==> src/rtl/gpio_port_pkg.sv <==
package gpio_port_pkg;
  localparam int unsigned ADDR_W = 4;

  typedef enum logic [ADDR_W-1:0] {
    REG_PORT = 4'd0,
    REG_LAT  = 4'd1,
    REG_DIR  = 4'd2,
    REG_ANA  = 4'd3,
    REG_PUEN = 4'd4,
    REG_SLEW = 4'd5,
    REG_THR  = 4'd6
  } reg_addr_e;
endpackage

==> src/rtl/gpio_sync.sv <==
module gpio_sync #(
  parameter int unsigned WIDTH   = 1,
  parameter int unsigned STAGES  = 2,
  parameter logic        RST_VAL = 1'b0
) (
  input  logic             clk_i,
  input  logic             rst_ni,
  input  logic [WIDTH-1:0] d_i,
  output logic [WIDTH-1:0] q_o
);
  logic [WIDTH-1:0] stage_q [STAGES];

  for (genvar s = 0; s < STAGES; s++) begin : g_stage
    always_ff @(posedge clk_i or negedge rst_ni) begin
      if (!rst_ni) stage_q[s] <= {WIDTH{RST_VAL}};
      else if (s == 0) stage_q[s] <= d_i;
      else stage_q[s] <= stage_q[(s == 0) ? 0 : s-1];
    end
  end

  assign q_o = stage_q[STAGES-1];
endmodule

==> src/rtl/gpio_regs.sv <==
module gpio_regs
  import gpio_port_pkg::*;
#(
  parameter int unsigned NUM_BIDI = 3,
  parameter int unsigned DATA_W   = 8
) (
  input  logic                clk_i,
  input  logic                rst_ni,
  input  logic [ADDR_W-1:0]   addr_i,
  input  logic                we_i,
  input  logic [DATA_W-1:0]   wdata_i,
  output logic [NUM_BIDI-1:0] lat_o,
  output logic [NUM_BIDI-1:0] dir_o,
  output logic [NUM_BIDI-1:0] ana_o,
  output logic [NUM_BIDI-1:0] pu_o,
  output logic [NUM_BIDI-1:0] slew_o,
  output logic [NUM_BIDI-1:0] thr_o
);
  logic [NUM_BIDI-1:0] wbits;
  assign wbits = wdata_i[NUM_BIDI-1:0];

  // port and latch addresses both load the output latch
  always_ff @(posedge clk_i or negedge rst_ni) begin
    if (!rst_ni) begin
      lat_o  <= '0;
      dir_o  <= '1;
      ana_o  <= '1;
      pu_o   <= '0;
      slew_o <= '0;
      thr_o  <= '0;
    end else if (we_i) begin
      unique case (addr_i)
        REG_PORT, REG_LAT: lat_o  <= wbits;
        REG_DIR:           dir_o  <= wbits;
        REG_ANA:           ana_o  <= wbits;
        REG_PUEN:          pu_o   <= wbits;
        REG_SLEW:          slew_o <= wbits;
        REG_THR:           thr_o  <= wbits;
        default: ;
      endcase
    end
  end
endmodule

==> src/rtl/gpio_rd_mux.sv <==
module gpio_rd_mux
  import gpio_port_pkg::*;
#(
  parameter int unsigned NUM_BIDI = 3,
  parameter int unsigned DATA_W   = 8
) (
  input  logic [ADDR_W-1:0]   addr_i,
  input  logic [NUM_BIDI-1:0] pin_sync_i,
  input  logic                aux_sync_i,
  input  logic                rst_pin_en_i,
  input  logic [NUM_BIDI-1:0] lat_i,
  input  logic [NUM_BIDI-1:0] dir_i,
  input  logic [NUM_BIDI-1:0] ana_i,
  input  logic [NUM_BIDI-1:0] pu_i,
  input  logic [NUM_BIDI-1:0] slew_i,
  input  logic [NUM_BIDI-1:0] thr_i,
  output logic [DATA_W-1:0]   rdata_o
);
  localparam int unsigned AUX_BIT = NUM_BIDI;

  logic [NUM_BIDI-1:0] port_bits;
  logic                aux_bit;

  assign port_bits = pin_sync_i & ~ana_i;
  assign aux_bit   = rst_pin_en_i | aux_sync_i;

  always_comb begin
    rdata_o = '0;
    unique case (addr_i)
      REG_PORT: begin
        rdata_o[NUM_BIDI-1:0] = port_bits;
        rdata_o[AUX_BIT]      = aux_bit;
      end
      REG_LAT:  rdata_o[NUM_BIDI-1:0] = lat_i;
      REG_DIR:  rdata_o[NUM_BIDI-1:0] = dir_i;
      REG_ANA:  rdata_o[NUM_BIDI-1:0] = ana_i;
      REG_PUEN: rdata_o[NUM_BIDI-1:0] = pu_i;
      REG_SLEW: rdata_o[NUM_BIDI-1:0] = slew_i;
      REG_THR:  rdata_o[NUM_BIDI-1:0] = thr_i;
      default:  rdata_o = '0;
    endcase
  end
endmodule

==> src/rtl/gpio_port.sv <==
module gpio_port
  import gpio_port_pkg::*;
#(
  parameter int unsigned NUM_BIDI    = 3,
  parameter int unsigned DATA_W      = 8,
  parameter int unsigned SYNC_STAGES = 2
) (
  input  logic                clk_i,
  input  logic                rst_ni,
  input  logic [ADDR_W-1:0]   addr_i,
  input  logic                we_i,
  input  logic [DATA_W-1:0]   wdata_i,
  output logic [DATA_W-1:0]   rdata_o,
  input  logic [NUM_BIDI-1:0] pin_in_i,
  input  logic                aux_pin_i,
  input  logic                rst_pin_en_i,
  output logic [NUM_BIDI-1:0] pad_oe_o,
  output logic [NUM_BIDI-1:0] pad_out_o,
  output logic [NUM_BIDI-1:0] pad_ana_o,
  output logic [NUM_BIDI-1:0] pad_pu_o,
  output logic [NUM_BIDI-1:0] pad_slew_o,
  output logic [NUM_BIDI-1:0] pad_thr_o,
  output logic                ext_rst_o
);
  logic [NUM_BIDI-1:0] lat_q, dir_q, ana_q, pu_q, slew_q, thr_q;
  logic [NUM_BIDI-1:0] pin_sync;
  logic                aux_sync;

  gpio_sync #(.WIDTH(NUM_BIDI), .STAGES(SYNC_STAGES), .RST_VAL(1'b0)) u_pin_sync (
    .clk_i(clk_i), .rst_ni(rst_ni), .d_i(pin_in_i), .q_o(pin_sync)
  );

  // idle-high so a reset request does not fire straight out of reset
  gpio_sync #(.WIDTH(1), .STAGES(SYNC_STAGES), .RST_VAL(1'b1)) u_aux_sync (
    .clk_i(clk_i), .rst_ni(rst_ni), .d_i(aux_pin_i), .q_o(aux_sync)
  );

  gpio_regs #(.NUM_BIDI(NUM_BIDI), .DATA_W(DATA_W)) u_regs (
    .clk_i(clk_i), .rst_ni(rst_ni), .addr_i(addr_i), .we_i(we_i), .wdata_i(wdata_i),
    .lat_o(lat_q), .dir_o(dir_q), .ana_o(ana_q), .pu_o(pu_q), .slew_o(slew_q), .thr_o(thr_q)
  );

  gpio_rd_mux #(.NUM_BIDI(NUM_BIDI), .DATA_W(DATA_W)) u_rd_mux (
    .addr_i(addr_i), .pin_sync_i(pin_sync), .aux_sync_i(aux_sync),
    .rst_pin_en_i(rst_pin_en_i), .lat_i(lat_q), .dir_i(dir_q), .ana_i(ana_q),
    .pu_i(pu_q), .slew_i(slew_q), .thr_i(thr_q), .rdata_o(rdata_o)
  );

  assign pad_oe_o   = ~dir_q;
  assign pad_out_o  = lat_q;
  assign pad_ana_o  = ana_q;
  assign pad_pu_o   = pu_q;
  assign pad_slew_o = slew_q;
  assign pad_thr_o  = thr_q;
  assign ext_rst_o  = rst_pin_en_i & ~aux_sync;
endmodule

==> config.mk <==
export PLATFORM = sky130hd
export DESIGN_NAME = gpio_port
export DESIGN_NICKNAME = d
export VERILOG_FILES = /design/src/rtl/gpio_port_pkg.sv /design/src/rtl/gpio_sync.sv /design/src/rtl/gpio_regs.sv /design/src/rtl/gpio_rd_mux.sv /design/src/rtl/gpio_port.sv
export SDC_FILE = /design/constraint.sdc
export NUM_CORES = 1
export LEC_CHECK = 0
export ABC_AREA = 1
export BUFFER_PORTS_ARGS = -buffer_cell sky130_fd_sc_hd__buf_2
export CORE_AREA = 2 2 77 79
export CTS_CLUSTER_SIZE = 8
export DETAILED_ROUTE_END_ITERATION = 8
export DIE_AREA = 0 0 79 81
export PLACE_DENSITY = 0.44
export SLEW_MARGIN = 20
export SYNTH_ARGS = -nofsm -noshare
export SYNTH_HDL_FRONTEND = slang
export SYNTH_SLANG_ARGS = --single-unit
==> constraint.sdc <==
create_clock -name clk_i -period 1.2 [get_ports clk_i]
set_input_delay 0.24 -clock clk_i [delete_from_list [all_inputs] [get_ports clk_i]]
set_output_delay 0.24 -clock clk_i [all_outputs]
set_load 0.01 [all_outputs]
==> summary.md, run 1 <==
| Metric | Value |
|---|---|
| Sequential share of power | `~49%` |
| FP Rows | `28` |
| Fraction of layout cells with a size suffix above 1 | `34.0%` |
| Critical path depth | `6` |
| Hold path startpoint | `aux_pin_i` |
| Critical path arrival | `approximately 1.3 ns` |
| # fillers | `approximately 640` |
| Multi-input gate area | `507 µm²` |
| Starting density of the core | `22.2%` |
| IO Port Bufs | `37` |
| Dpl cell area | `between 0.0015 and 0.002 mm²` |
| Worst EP required | `approximately 0.96 ns` |
| P_int | `~1.6 mW` |
| Routed WL per cell | `11.5 µm` |
| Post-synth top area cell | `dfrtp_1` |
| Failing checks | `negative setup slack` |
| Critical path's slowest cell | `dfstp_2` |
| Synth Area per Inst | `roughly 8 µm²` |
| GR Util met2 | `15.5%` |
| Worst-path clk slew | `approximately 0.090 ns` |
| Netlist cell types | `14` |
| Setup CP Type | `register to output pin` |
| Min-Delay Endpoint | `u_aux_sync.stage_q[1]` |
| Top cells by area, synth | `dfrtp_1 (36%), dfstp_2 (17%), nand2_1 (14%), nand3_1 (7.6%), o21ai_0 (7.2%)` |
| Met1 Usage GRT | `roughly 17%` |
| Fin crit period | `approximately 1.5 ns` |
| Vias per Instance | `between 3 and 4` |
| Worst hold path class | `input pin to register` |
| CTS H-tree lvls | `1` |
| Max Cap Viol | `0` |
| Clock latency on the worst-skew pair | `0.27 ns` |
| Post-route DRC | `0` |
| Crit path cell chain | `nor2_1 > nand3_1 > nand2_1 > nor2_1 > nand2_1 > buf_2` |
| Non-Filler Instances | `roughly 280` |
| Global route hottest layer | `met1` |
| TritonCTS sink count | `26` |
| Core Footprint | `about 0.0057 mm²` |
| Commonest cells after routing, fill and taps aside | `nand2_1 (46), buf_2 (31), nand3_1 (19)` |
| Initial antenna violation count | `0` |
| Routed Antenna Nets | `0` |
| Hold Vio Cnt, Final | `0` |
| Clk_skew | `~0.0004 ns` |
| Period utilization | `127%` |
| Critical path's largest stage delay | `about 0.55 ns` |
| Worst path top cell family by delay | `flip-flops` |
| Remaining global-route overflow | `0` |
| LEAKAGE | `0.893 nW` |
| Post-synthesis cell area | `between 0.001 and 0.0015 mm²` |
| # nets final | `227` |
| Outcome | `complete, but fails checks` |
| Number of global-route vias before repair | `roughly 1100` |
| Worst path buffer plus inverter count | `1` |
| Pins Over Slew Limit | `0` |
| Largest net degree at the start of global routing | `16` |
| Design area | `about 0.0017 mm²` |
| CP Launch Type | `register` |
| DP Cell Count | `between 200 and 300` |
| Sequential area share after synthesis | `about 52%` |
| Power Density | `1370 mW/mm²` |
| Switching share of power | `between 30% and 40%` |
| M3 GR Usage | `around 1.9%` |
| TritonCTS clock tree | `yes` |
| Unrepaired setup endpoints after global routing | `yes` |
| Gate Count Post-Synth | `about 160` |
| Cell count of the worst hold path | `1` |
| Final setup fails | `10` |
| Setup ws final | `-0.324 ns` |
| Final RePlAce weighted congestion | `0.756` |
| Via Count | `1097` |
| Logic gate share of total power | `a little over a quarter` |
| Antenna cell count | `0` |
| Ports | `47` |
| Worst R2R Start | `u_regs.ana_o[1]` |
| CP Max Fanout | `3` |
| DR iter-0 viols | `between 90 and 100` |
| Global-route wire length before repair | `about 5.4 mm` |
| GRT Total Usage | `between 10 and 15%` |
| Die Ht | `slightly above 80 µm` |
| Clk buf depth | `2` |
| Place WS | `-0.129 ns` |
| Crit end category | `output pin` |
| Synthesis Warnings | `0` |
| Net switching power | `between 700 and 800 µW` |
| Commonest non-fill, non-tap cell in the layout | `nand2_1` |
| Design Power | `2.37 mW` |
| Yosys top cell area share | `between 30% and 40%` |
| CTS Buf Count | `3` |
| Die Width | `just under 80 µm` |
| Power share of the clock group | `about a quarter` |
| Hold WS | `0.0618 ns` |
| Fmax achieved | `0.656 GHz` |
| Core Util, Final | `between 30 and 40%` |
| Initial DRT Pass Iterations | `4` |
| Routed WL | `about 3.2 mm` |
| Worst reg-to-reg setup slack | `between 0.2 and 0.3 ns` |
| Die area | `roughly 0.0064 mm²` |
| RR Endpoint | `u_regs.ana_o[1]` |
| Setup TNS Final | `-1.24 ns` |
| Area Growth Syn to Fin | `36.8%` |
| Detailed placement HPWL | `about 2.5 mm` |
| Max VDD drop | `0.483 mV` |
| FF+latch area | `661 µm²` |
| Worst-case reg-to-reg path depth | `4` |
| Synth Register Bits | `26` |
| Root Driver | `clkbuf_8` |
Yosys cell counts:
| master | instances |
|---|---|
| buf_2 | 1 |
| buf_4 | 4 |
| clkbuf_1 | 1 |
| conb_1 | 1 |
| dfrtp_1 | 18 |
| dfstp_2 | 8 |
| inv_1 | 17 |
| nand2_1 | 46 |
| nand2_2 | 1 |
| nand3_1 | 19 |
| nor2_1 | 17 |
| nor2_2 | 3 |
| nor2_4 | 4 |
| o21ai_0 | 18 |
logic make-up (layout without fill, tap and decap cells):
| kind of cell | count (synthesis) | in the layout | share of synthesized area, % |
|---|---|---|---|
| flip-flops | 26 | 26 | 52.5 |
| AND/OR/NAND/NOR | 90 | 90 | 31.9 |
| other | 1 | 4 | 0.298 |
| AO/OA/AOI/OAI | 18 | 18 | 7.16 |
| buffers and inverters | 23 | 68 | 8.15 |
registers in the layout, summed over array words and instances (netlist names):
signal and count:
u_regs.dir_o 3, u_pin_sync.q_o 3, u_regs.thr_o 3, u_regs.lat_o 3
u_regs.ana_o 3, u_regs.pu_o 3, u_regs.slew_o 3, u_aux_sync.q_o 1
u_aux_sync.stage_q 1, u_pin_sync.stage_q 3
cell type report:
class,instances,share of cell area [%]
Timing Repair Buffer,47,19.8
Inverter,17,3.71
Multi-Input combinational cell,112,29.4
Clock buffer,4,3.20
Tap cell,75,5.45
Sequential cell,26,38.4
layer usage:
| layer | up-vias | routed length (µm) |
|---|---|---|
| met5 | - | 0 |
| met4 | 0 | 19 |
| met3 | 2 | 134 |
| met2 | 28 | 1370 |
| met1 | 484 | 1700 |
| li1 | 583 | - |
power groups by stage:
stage / clock network, mW / registers (mW) / logic [mW]
after global routing: 0.625 / 1.19 / 0.702
after global placement: 0 / 1.18 / 0.552
after detailed placement: 0 / 1.18 / 0.553
after CTS: 0.596 / 1.17 / 0.636
after floorplan: 0 / 1.20 / 0.216
final: 0.577 / 1.17 / 0.620
how the worst max path moves through the flow:
stage                          startpoint    endpoint  slack [ns]
after detailed placement        addr_i[1]  rdata_o[1]       -0.13
final                     u_regs.ana_o[1]  rdata_o[1]       -0.32
after CTS                 u_regs.ana_o[1]  rdata_o[1]       -0.35
after global routing      u_regs.ana_o[1]  rdata_o[1]       -0.42
after floorplan                 addr_i[2]  rdata_o[0]        0.07
after global placement          addr_i[1]  rdata_o[1]       -0.13
worst register-to-register path, cell delays in order, from the launching register on:
cell and delay (ns):
dfstp_2 0.55, buf_4 0.10, buf_4 0.10, o21ai_0 0.07
nand2_1 0.08
what timing repair did:
action                                  CTS  global route
pin swaps                                 6             0
endpoints found under the hold margin     9             0
hold buffers                              1             0
setup buffers                             1             1
gates resized for setup                  11             1
endpoints found under the setup margin   11            11
(Power assumes the default switching activity.)
==> inputs of run 2 (changes only) <==
==> constraint.sdc (replaced) <==
create_clock -name clk_i -period 1.2 [get_ports clk_i]
set_input_delay 0.18 -clock clk_i [delete_from_list [all_inputs] [get_ports clk_i]]
set_output_delay 0.18 -clock clk_i [all_outputs]
set_load 0.01 [all_outputs]
==> summary.md, run 2 (same netlist as run 1, synthesis figures left out) <==
| Metric | Value |
|---|---|
| Root Driver | `clkbuf_8` |
| RR Endpoint | `u_regs.ana_o[1]` |
| Commonest non-fill, non-tap cell in the layout | `nand2_1` |
| Commonest cells after routing, fill and taps aside | `nand2_1 (46), buf_2 (32), nand3_1 (19)` |
| Period utilization | `123%` |
| Min-Delay Endpoint | `u_regs.ana_o[1]` |
| Worst R2R Start | `u_regs.ana_o[1]` |
| DR iter-0 viols | `42` |
| TritonCTS clock tree | `yes` |
| CTS Buf Count | `3` |
| GRT Total Usage | `between 10% and 20%` |
| FF+latch area | `roughly 660 µm²` |
| Setup ws final | `-0.275 ns` |
| Routed WL | `around 3.3 mm` |
| Setup CP Type | `register to output pin` |
| Core Footprint | `roughly 0.0057 mm²` |
| Final setup fails | `6` |
| Antenna cell count | `0` |
| Clk_skew | `0.000298 ns` |
| CP Max Fanout | `2` |
| Max VDD drop | `about 0.48 mV` |
| Multi-input gate area | `slightly above 500 µm²` |
| Hold Vio Cnt, Final | `0` |
| Initial DRT Pass Iterations | `4` |
| Pins Over Slew Limit | `0` |
| Worst EP required | `between 1 and 1.5 ns` |
| Detailed placement HPWL | `2.51 mm` |
| Power Density | `about 1400 mW/mm²` |
| Crit end category | `output pin` |
| # fillers | `between 600 and 700` |
| Initial antenna violation count | `0` |
| Max Cap Viol | `0` |
| IO Port Bufs | `37` |
| Outcome | `complete, but fails checks` |
| Hold path startpoint | `wdata_i[1]` |
| Fraction of layout cells with a size suffix above 1 | `roughly 34%` |
| Routed Antenna Nets | `0` |
| Worst-case reg-to-reg path depth | `5` |
| Fin crit period | `between 1 and 1.5 ns` |
| TritonCTS sink count | `26` |
| Area Growth Syn to Fin | `40.9%` |
| Remaining global-route overflow | `0` |
| Worst reg-to-reg setup slack | `0.18 ns` |
| Largest net degree at the start of global routing | `16` |
| Routed WL per cell | `11.5 µm` |
| DP Cell Count | `approximately 270` |
| Critical path arrival | `between 1 and 1.5 ns` |
| LEAKAGE | `slightly above 0.9 nW` |
| Post-route DRC | `0` |
| Ports | `47` |
| Final RePlAce weighted congestion | `~0.76` |
| Unrepaired setup endpoints after global routing | `yes` |
| Vias per Instance | `roughly 4.0` |
| Failing checks | `negative setup slack` |
| Die Ht | `between 80 and 90 µm` |
| Number of global-route vias before repair | `1093` |
| Via Count | `about 1200` |
| Clk buf depth | `2` |
| Worst hold path class | `input pin to register` |
| Fmax achieved | `about 0.68 GHz` |
| CTS H-tree lvls | `1` |
| Die Width | `between 70 and 80 µm` |
| Non-Filler Instances | `286` |
| Die area | `0.00640 mm²` |
| # nets final | `~230` |
| Global-route wire length before repair | `between 5 and 6 mm` |
| Starting density of the core | `between 20% and 30%` |
| FP Rows | `28` |
| CP Launch Type | `register` |
| Place WS | `-0.0342 ns` |
| Clock latency on the worst-skew pair | `between 0.2 and 0.3 ns` |
| Worst-path clk slew | `~0.090 ns` |
| Cell count of the worst hold path | `3` |
## run 2: area by class of cell
class | count | share of cell area (%)
clock buffers | 3 | 2.33
clock inverters | 1 | 1.69
inverters | 17 | 3.60
multi-input cells | 112 | 28.7
flip-flops and latches | 26 | 37.3
well taps | 75 | 5.29
repair buffers | 52 | 21.1
## run 2: worst max-delay path by stage
stage | from | end | slack (ns)
6_report | u_regs.ana_o[1] | rdata_o[1] | -0.27
5_1_grt | u_regs.ana_o[1] | rdata_o[1] | -0.37
4_1_cts | u_regs.ana_o[1] | rdata_o[1] | -0.29
3_5_place_dp | addr_i[0] | rdata_o[2] | -0.03
3_3_place_gp | addr_i[0] | rdata_o[2] | -0.04
2_1_floorplan | u_regs.ana_o[1] | rdata_o[1] | 0.15
## run 2: what timing repair did
item	4_1_cts	5_1_grt
setup endpoints to repair	6	9
resized for setup	5	8
gates cloned	0	0
hold buffers	4	1
pin swaps	8	3
setup buffers	2	2
hold endpoints to repair	12	1
## run 2: layer usage
layer	global-route usage [%]	vias up	part of all wire, %	routed length [µm]
met2	16.0	30	43	1430
met3	2.56	4	5.6	185
met5	0	-	0	0
met4	3.10	0	0.82	27
li1	-	593	-	-
met1	16.0	528	50	1660
## run 2: power breakdown
part,total (mW),internal [mW],switching [mW]
Clock,0.736,0.446,0.290
Sequential,1.17,1.06,0.112
Combinational,0.646,0.309,0.337
## run 2: metrics by stage
stage | utilization [%] | power, mW | setup TNS (ns) | hold slack, ns | instance area, µm²
after global placement | 27.8 | 1.71 | -0.0494 | 0.107 | 1580
after detailed placement | 27.8 | 1.72 | -0.0563 | 0.104 | 1580
after global routing | 31.2 | 2.71 | -1.30 | 0.180 | 1770
after floorplan | - | 1.42 | 0 | -0.116 | 1270
final | 31.2 | 2.55 | -0.942 | 0.173 | 1770
after CTS | 30.3 | 2.52 | -0.967 | 0.00486 | 1720
## run 2: critical path: stages (launching register included)
cell	delay (ns)
dfstp_2	0.54
buf_4	0.11
nand3_1	0.07
nand2_1	0.07
nor2_1	0.04
nand2_1	0.06
buf_2	0.13
==> inputs of run 3 (changes only) <==
--- a/config.mk
+++ b/config.mk
@@ -8,10 +8,12 @@
 export ABC_AREA = 1
 export BUFFER_PORTS_ARGS = -buffer_cell sky130_fd_sc_hd__buf_2
 export CORE_AREA = 2 2 77 79
+export CTS_CLUSTER_DIAMETER = 60
 export CTS_CLUSTER_SIZE = 8
 export DETAILED_ROUTE_END_ITERATION = 8
 export DIE_AREA = 0 0 79 81
 export PLACE_DENSITY = 0.44
+export SKIP_CTS_REPAIR_TIMING = 1
 export SLEW_MARGIN = 20
 export SYNTH_ARGS = -nofsm -noshare
 export SYNTH_HDL_FRONTEND = slang
==> constraint.sdc (replaced) <==
create_clock -name clk_i -period 1.38 [get_ports clk_i]
set_input_delay 0.207 -clock clk_i [delete_from_list [all_inputs] [get_ports clk_i]]
set_output_delay 0.207 -clock clk_i [all_outputs]
set_load 0.01 [all_outputs]
==> summary.md, run 3 (same netlist as run 1, synthesis figures left out) <==
| Metric | Value |
|---|---|
| Outcome | `complete, but fails checks` |
| Failing checks | `negative setup slack` |
| Die Width | `around 79 µm` |
| Detailed placement HPWL | `approximately 2.5 mm` |
| Ports | `47` |
| Core Footprint | `about 0.0057 mm²` |
| Die area | `0.00640 mm²` |
| Worst path top cell family by delay | `flip-flops` |
| Worst EP required | `about 1.2 ns` |
| Root Driver | `clkbuf_8` |
| Final RePlAce weighted congestion | `roughly 0.75` |
| GRT Total Usage | `approximately a tenth` |
| Hold Vio Cnt, Final | `0` |
| Largest net degree at the start of global routing | `27` |
| Clk buf depth | `2` |
| Most used cell, CP | `nand2_1` |
| Starting density of the core | `22.2%` |
| TritonCTS clock tree | `yes` |
| Commonest non-fill, non-tap cell in the layout | `nand2_1` |
| Final setup fails | `3` |
| Die Ht | `about 81 µm` |
| Initial antenna violation count | `0` |
| CP Launch Type | `register` |
| Hold WS | `roughly 0.034 ns` |
| Area Growth Syn to Fin | `29.3%` |
| Worst path buffer plus inverter count | `1` |
| Post-route DRC | `0` |
| Fraction of layout cells with a size suffix above 1 | `between 30% and 40%` |
| CTS H-tree lvls | `1` |
| TritonCTS sink count | `26` |
| Antenna cell count | `0` |
| Unrepaired setup endpoints after global routing | `yes` |
| Routed WL per cell | `approximately 12 µm` |
| Global-route wire length before repair | `around 5.2 mm` |
| Power Density | `~1200 mW/mm²` |
| Dpl cell area | `0.00155 mm²` |
| Max VDD drop | `between 0.3 and 0.4 mV` |
| Fmax achieved | `roughly 0.67 GHz` |
| LEAKAGE | `about 0.85 nW` |
| Initial DRT Pass Iterations | `4` |
| Setup CP Type | `register to output pin` |
| # fillers | `approximately 640` |
| Rel. slew slack | `roughly 60%` |
| Setup ws final | `-0.120 ns` |
| CP Max Fanout | `4` |
| Worst-path clk slew | `approximately 0.09 ns` |
| Critical path's slowest cell | `dfstp_2` |
| Period utilization | `109%` |
| Routed Antenna Nets | `0` |
| Crit end category | `output pin` |
| Crit path cell chain | `nor2_2 > nand3_1 > nand2_1 > nor2_1 > nand2_1 > buf_2` |
| Remaining global-route overflow | `0` |
| Critical path arrival | `1.29 ns` |
| Pins Over Slew Limit | `0` |
| FP Rows | `28` |
| Design area | `0.00163 mm²` |
| Fin crit period | `~1.5 ns` |
| Commonest cells after routing, fill and taps aside | `nand2_1 (45), buf_2 (37), nand3_1 (19)` |
| Critical path's largest stage delay | `0.57 ns` |
| Routed WL | `roughly 3.3 mm` |
| Max Cap Viol | `0` |
| Clock latency on the worst-skew pair | `roughly 0.26 ns` |
| IO Port Bufs | `37` |
| Vias per Instance | `between 4 and 5` |
| Number of global-route vias before repair | `approximately 1000` |
| Worst hold path class | `input pin to register` |
| Clk_skew | `roughly 0.00038 ns` |
| CTS Buf Count | `3` |
| # nets final | `roughly 220` |
| Worst-Margin Slew | `0.599 ns` |
| Via Count | `~1100` |
| DR iter-0 viols | `67` |
## run 3: worst reg2reg max path, cell delays in order, from the launching register on
cell     delay [ns]
dfstp_2        0.56
inv_2          0.04
buf_4          0.12
o21ai_0        0.15
## run 3: power breakdown
| part | total [mW] | switching (mW) | internal (mW) |
|---|---|---|---|
| registers | 1.01 | 0.0930 | 0.918 |
| logic | 0.457 | 0.275 | 0.182 |
| clock network | 0.493 | 0.238 | 0.255 |
| total | 1.96 | 0.606 | 1.35 |
## run 3: path summary, 6_finish.rpt
| check | start | end | slack [ns] | cells past startpoint |
|---|---|---|---|---|
| worst max-delay path | u_regs.ana_o[1] | rdata_o[1] | -0.12 | 6 |
| worst min-delay path | aux_pin_i | u_aux_sync.stage_q[1] | 0.03 | 1 |
| worst max register to register | u_regs.ana_o[0] | u_regs.ana_o[0] | 0.45 | 3 |
| worst min register to register | u_pin_sync.stage_q[5] | u_pin_sync.q_o[2] | 0.35 | 0 |
| max in group asynchronous | rst_ni | u_pin_sync.q_o[1] | 0.51 | 2 |
| min in group asynchronous | rst_ni | u_regs.slew_o[1] | 0.47 | 2 |
## run 3: cell type report
cell class              instances  area [µm²]  area share (%)
clock buffers                   4        55.1            3.38
flip-flops and latches         26         661            40.6
multi-input cells             112         517            31.7
well taps                      75        93.8            5.76
repair buffers                 42         238            14.6
inverters                      17        63.8            3.92
## run 3: metal layers
layer  wire (µm)  GRT usage (%)  vias up
li1            -              -      572
met1        1650           15.1      508
met2        1440           16.3       32
met3         185           2.44        2
met4          15           2.59        0
met5           0              0        -
## run 3: metrics by stage
stage	total power [mW]	setup slack, ns	TNS, ns	utilization [%]	std cells
2_1_floorplan	1.23	0.304	0	-	161
3_3_place_gp	1.47	0.0976	0	27.2	270
3_5_place_dp	1.48	0.0970	0	27.2	270
4_1_cts	1.99	-0.170	-0.386	28.2	274
5_1_grt	2.10	-0.179	-0.465	28.7	276
6_report	1.96	-0.120	-0.243	28.7	276
